==> config.mk <==
export PLATFORM = sky130hd
export DESIGN_NAME = tamper_lockout_seq
export DESIGN_NICKNAME = d
export VERILOG_FILES = /design/src/rtl/tamper_pkg.sv /design/src/rtl/tamper_sync.sv /design/src/rtl/tamper_target_mask.sv /design/src/rtl/tamper_ack_gather.sv /design/src/rtl/tamper_lockout_seq.sv
export SDC_FILE = /design/constraint.sdc
export NUM_CORES = 1
export LEC_CHECK = 0
export ABC_AREA = 1
export CAP_MARGIN = 25
export CORE_MARGIN = 5
export CORE_UTILIZATION = 60
export DETAILED_ROUTE_END_ITERATION = 8
export DONT_BUFFER_PORTS = 1
export MAX_ROUTING_LAYER = met4
export PLACE_DENSITY = 0.73
export SYNTH_ARGS = -nofsm -noshare
export SYNTH_HDL_FRONTEND = slang
export SYNTH_SLANG_ARGS = --single-unit
export TNS_END_PERCENT = 10
==> constraint.sdc <==
create_clock -name clk -period 3.4 [get_ports clk]
set_clock_uncertainty 0.15 [all_clocks]
set_input_delay 0.68 -clock clk [delete_from_list [all_inputs] [get_ports clk]]
set_output_delay 0.68 -clock clk [all_outputs]
set_load 0.005 [all_outputs]
==> src/rtl/tamper_pkg.sv <==
package tamper_pkg;

    typedef enum logic [1:0] {
        ST_IDLE = 2'd0,
        ST_REQ  = 2'd1,
        ST_GAP  = 2'd2,
        ST_LOCK = 2'd3
    } seq_state_e;

    typedef enum logic {
        PH_SCRAMBLE = 1'b0,
        PH_CLEAR    = 1'b1
    } wipe_phase_e;

endpackage

==> src/rtl/tamper_sync.sv <==
module tamper_sync #(
    parameter int STAGES = 2
) (
    input  logic clk,
    input  logic rst_n,
    input  logic d,
    output logic q
);
    logic [STAGES-1:0] chain_d, chain_q;

    always_comb begin
        chain_d = {chain_q[STAGES-2:0], d};
    end

    always_ff @(posedge clk or negedge rst_n) begin
        if (!rst_n) chain_q <= '0;
        else        chain_q <= chain_d;
    end

    assign q = chain_q[STAGES-1];
endmodule

==> src/rtl/tamper_target_mask.sv <==
module tamper_target_mask #(
    parameter int N  = 8,
    parameter int IW = 3
) (
    input  logic          serial,
    input  logic [IW-1:0] idx,
    output logic [N-1:0]  mask
);
    for (genvar i = 0; i < N; i++) begin : g_bit
        assign mask[i] = !serial || (idx == IW'(i));
    end
endmodule

==> src/rtl/tamper_ack_gather.sv <==
module tamper_ack_gather #(
    parameter int N = 8
) (
    input  logic [N-1:0] req,
    input  logic [N-1:0] ack,
    input  logic [N-1:0] done_q,
    input  logic [N-1:0] mask,
    output logic [N-1:0] done_d,
    output logic         complete
);
    always_comb begin
        done_d   = done_q | (req & ack);
        complete = ((done_d & mask) == mask);
    end
endmodule

==> src/rtl/tamper_lockout_seq.sv <==
module tamper_lockout_seq
    import tamper_pkg::*;
#(
    parameter int N_MEM       = 8,
    parameter int SYNC_STAGES = 2
) (
    input  logic             clk,
    input  logic             por_n,
    input  logic             cfg_done,
    input  logic             tamper_n,
    input  logic             serial_mode,
    input  logic             warm_rst_req,
    input  logic             cold_rst_req,
    input  logic [N_MEM-1:0] scr_ack,
    input  logic [N_MEM-1:0] clr_ack,
    output logic [N_MEM-1:0] scr_req,
    output logic [N_MEM-1:0] clr_req,
    output logic             cpu_rst,
    output logic             periph_rst,
    output logic             handled_ack,
    output logic             lockout
);
    localparam int IW = (N_MEM > 1) ? $clog2(N_MEM) : 1;
    localparam logic [IW-1:0] LAST_IDX = IW'(N_MEM - 1);

    typedef struct packed {
        seq_state_e      st;
        wipe_phase_e     ph;
        logic [IW-1:0]   idx;
        logic [N_MEM-1:0] done;
        logic            mode;
    } seq_t;

    seq_t seq_d, seq_q;

    // Reset requests are deliberately not part of the state update.
    logic unused_rst_reqs;
    assign unused_rst_reqs = warm_rst_req ^ cold_rst_req;

    // Alarm counts only after configuration has finished.
    logic alarm_raw, alarm_sync;
    assign alarm_raw = cfg_done & ~tamper_n;

    tamper_sync #(.STAGES(SYNC_STAGES)) sync_i (
        .clk   (clk),
        .rst_n (por_n),
        .d     (alarm_raw),
        .q     (alarm_sync)
    );

    logic [N_MEM-1:0] target_mask;
    tamper_target_mask #(.N(N_MEM), .IW(IW)) mask_i (
        .serial (seq_q.mode),
        .idx    (seq_q.idx),
        .mask   (target_mask)
    );

    logic [N_MEM-1:0] req_vec, ack_vec, done_next;
    logic             phase_complete;

    assign req_vec = (seq_q.st == ST_REQ) ? (target_mask & ~seq_q.done) : '0;
    assign ack_vec = (seq_q.ph == PH_CLEAR) ? clr_ack : scr_ack;

    tamper_ack_gather #(.N(N_MEM)) gather_i (
        .req      (req_vec),
        .ack      (ack_vec),
        .done_q   (seq_q.done),
        .mask     (target_mask),
        .done_d   (done_next),
        .complete (phase_complete)
    );

    always_comb begin
        seq_d = seq_q;
        unique case (seq_q.st)
            ST_IDLE: begin
                if (alarm_sync) begin
                    seq_d.st   = ST_REQ;
                    seq_d.ph   = PH_SCRAMBLE;
                    seq_d.idx  = '0;
                    seq_d.done = '0;
                    seq_d.mode = serial_mode;
                end
            end
            ST_REQ: begin
                seq_d.done = done_next;
                if (phase_complete) begin
                    seq_d.st   = ST_GAP;
                    seq_d.done = '0;
                end
            end
            ST_GAP: begin
                if (seq_q.ph == PH_SCRAMBLE) begin
                    seq_d.ph = PH_CLEAR;
                    seq_d.st = ST_REQ;
                end else if (seq_q.mode && (seq_q.idx != LAST_IDX)) begin
                    seq_d.idx = seq_q.idx + 1'b1;
                    seq_d.ph  = PH_SCRAMBLE;
                    seq_d.st  = ST_REQ;
                end else begin
                    seq_d.st = ST_LOCK;
                end
            end
            default: seq_d = seq_q;
        endcase
    end

    always_ff @(posedge clk or negedge por_n) begin
        if (!por_n) begin
            seq_q <= '{st: ST_IDLE, ph: PH_SCRAMBLE, idx: '0, done: '0, mode: 1'b0};
        end else begin
            seq_q <= seq_d;
        end
    end

    assign scr_req     = (seq_q.ph == PH_SCRAMBLE) ? req_vec : '0;
    assign clr_req     = (seq_q.ph == PH_CLEAR)    ? req_vec : '0;
    assign cpu_rst     = (seq_q.st != ST_IDLE);
    assign periph_rst  = (seq_q.st != ST_IDLE);
    assign handled_ack = (seq_q.st == ST_LOCK);
    assign lockout     = (seq_q.st == ST_LOCK);

    logic mode_latched;
    assign mode_latched = seq_q.mode;
endmodule

==> run_results.csv <==
group,metric,value,unit
status,outcome,"completed",
min_path,whs_endpoint,"sync_i.chain_q[1]",
clock_tree,path_clk_slew,0.10,ns
timing,fin_setup_tns,0,ns
setup_path,crit_fanout,7,
layout,fillers,227,
route,vias,1192,
placement,placed_cell_area,0.00132,sq mm
clock_tree,cts-root-buf,"clkbuf_4",
layout,syn2layout_area_growth,1.21,%
timing,min_period_over_period,0.717,
min_path,hp-class,"register to register",
clock_tree,cts_setup_buffers,0,
timing,finalHoldViolCount,0,
route,drt_iter0_drc,49,
setup_path,r2r_start,"seq_q[14]",
power_and_ir_drop,peakVddDrop,0.482,mV
placement,port_buffers,0,
layout,antenna_cells,0,
global_route,antenna_found_initial,0,
placement,dp.cells,225,
power_and_ir_drop,leakagePower,0.726,nW
global_route,grt_max_degree,20,
timing,max_freq,410,MHz
floorplan,die_w,57.2,um
layout,stdcell_count,230,
layout,final_common_cell,"nand2_1",
clock_tree,ctsHtreeMaxLevel,1,
global_route,grt_pass1_vias,1193,
floorplan,coreArea,0.00217,sq mm
synth,yosys.cell_types.count,19,
synth,yosys_warnings,0,
floorplan,fp-row-count,17,
layout,nets,236,
synth,synth_area_per_cell,6.59,sq um
min_path,min_from,"sync_i.chain_q[0]",
clock_tree,clockBufferDepth,2,
setup_path,crit_arrival,1.61,ns
route,drtPass1Iterations,5,
clock_tree,clock_latency,0.29,ns
setup_path,required,2.57,ns
global_route,track_usage,0.201,
placement,place_congestion,0.816,
global_route,grt_pass1_wl,5.09,mm
power_and_ir_drop,power.total,0.951,mW
placement,dp_hpwl,2.24,mm
timing,min_period,2.44,ns
floorplan,io_pins,43,
timing,final_max_slew_viol_count,0,
placement,place_ws,1.21,ns
setup_path,worstSetupPathType,"register to output port",
power_and_ir_drop,power_density,702,mW/mm^2
synth,synth_seq_cells,17,
setup_path,r2r_slack,1.16,ns
timing,max_slew_margin,0.462,
synth,postSynthCellCount,203,
layout,drive_above_1_share,0.0743,
layout,fin_area,0.00136,sq mm
layout,final_cell_mix,"nand2_1, nor2_1, inv_1, nand3_1, dfrtp_1",
route,viasPerCell,5.18,
timing,setup_viol,0,
route,wl,2.88,mm
layout,final_core_util,0.625,
timing,holdWs,0.220,ns
floorplan,die_h,57.2,um
clock_tree,clock-sinks,17,
synth,synth-seq-area-share,0.318,
timing,rsz0062_at_grt,"no",
setup_path,rr_endpoint,"seq_q[13]",
global_route,gr-total-overflow,0,
floorplan,start_util,0.617,
floorplan,die_area,0.00328,sq mm
clock_tree,cts_tree,"built",
synth,syn_area,0.00134,sq mm
clock_tree,cts_buffers,3,
setup_path,start_kind,"register",
setup_path,r2r_cells,13,
synth,synth_nets,236,
setup_path,cp-end-kind,"output port",
route,avgRoutedWirePerCell,12.5,um
job,cap_violations,0,
route,ant_nets,0,
timing,setup_slack,0.961,ns
route,drc,0,
timing,tightest_slew,0.804,ns
min_path,min_path_cells,0,
-- power by group --
part	switching (mW)	internal, mW	total, mW
Combinational	0.365	0.171	0.535
Sequential	0.0712	0.234	0.305
Clock	0.0650	0.0457	0.111
-- Yosys cell counts --
library cell  instances  area [sq um]
nand2_1              72           270
nor2_1               24          90.1
inv_1                23          86.3
nand3_1              19          95.1
dfrtp_1              17           425
ha_1                 10           125
o22ai_1              10          62.6
nor2_2                6          37.5
a21oi_1               4          20.0
o21ai_0               4          20.0
buf_2                 2          10.0
buf_4                 2          15.0
buf_6                 2          22.5
inv_2                 2          7.51
nand2_2               2          12.5
a21boi_0              1          7.51
buf_8                 1          15.0
inv_8                 1          11.3
o21ai_1               1          5.00
-- registers in the layout (all words and copies together), names as in the netlist --
| signal | flops |
|---|---|
| seq_q | 14 |
| sync_i.chain_q | 2 |
| mode_latched | 1 |
-- repair_timing --
action                    CTS  global route
gates resized for setup     0             0
hold endpoints to repair   17             0
hold buffers                1             0
-- critical path, stage by stage (launching register included) --
cell	delay, ns
dfrtp_1	0.42
inv_1	0.10
ha_1	0.29
inv_2	0.16
nor2_2	0.12
nand2_1	0.08
nor2_1	0.14
-- cells by family (layout without fill, tap and decap cells) --
group           after synthesis  after routing  share of synthesized area
simple gates                123            123                      0.378
buf+inv                      33             32                      0.125
compound gates               20             20                     0.0860
flops                        17             17                      0.318
fa+ha+maj                    10             10                     0.0935
-- how the worst max path moves through the flow --
stage,cells after the start,startpoint,slack [ns],end
finish,6,seq_q[14],0.96,clr_req[6]
global route,6,seq_q[14],0.77,scr_req[5]
CTS,6,seq_q[14],0.95,clr_req[6]
floorplan,6,seq_q[9],1.46,clr_req[7]
global placement,13,seq_q[14],1.28,seq_q[14]
detailed placement,13,seq_q[14],1.21,seq_q[13]
-- per-layer routing --
metal,global-route usage,wire (um),up-vias
met5,-,0,-
met4,0.0629,47,0
met3,0.0294,189,6
met2,0.344,1340,35
met1,0.242,1300,517
li1,-,-,634
-- cell type report --
class | instances | area [sq um] | share of cell area
Clock buffer | 4 | 26.3 | 0.0194
Inverter | 26 | 105 | 0.0776
Multi-Input combinational cell | 153 | 746 | 0.550
Sequential cell | 17 | 425 | 0.314
Tap cell | 28 | 35.0 | 0.0259
Timing Repair Buffer | 2 | 17.5 | 0.0129
Note: power is estimated with default switching activity, not from simulation.
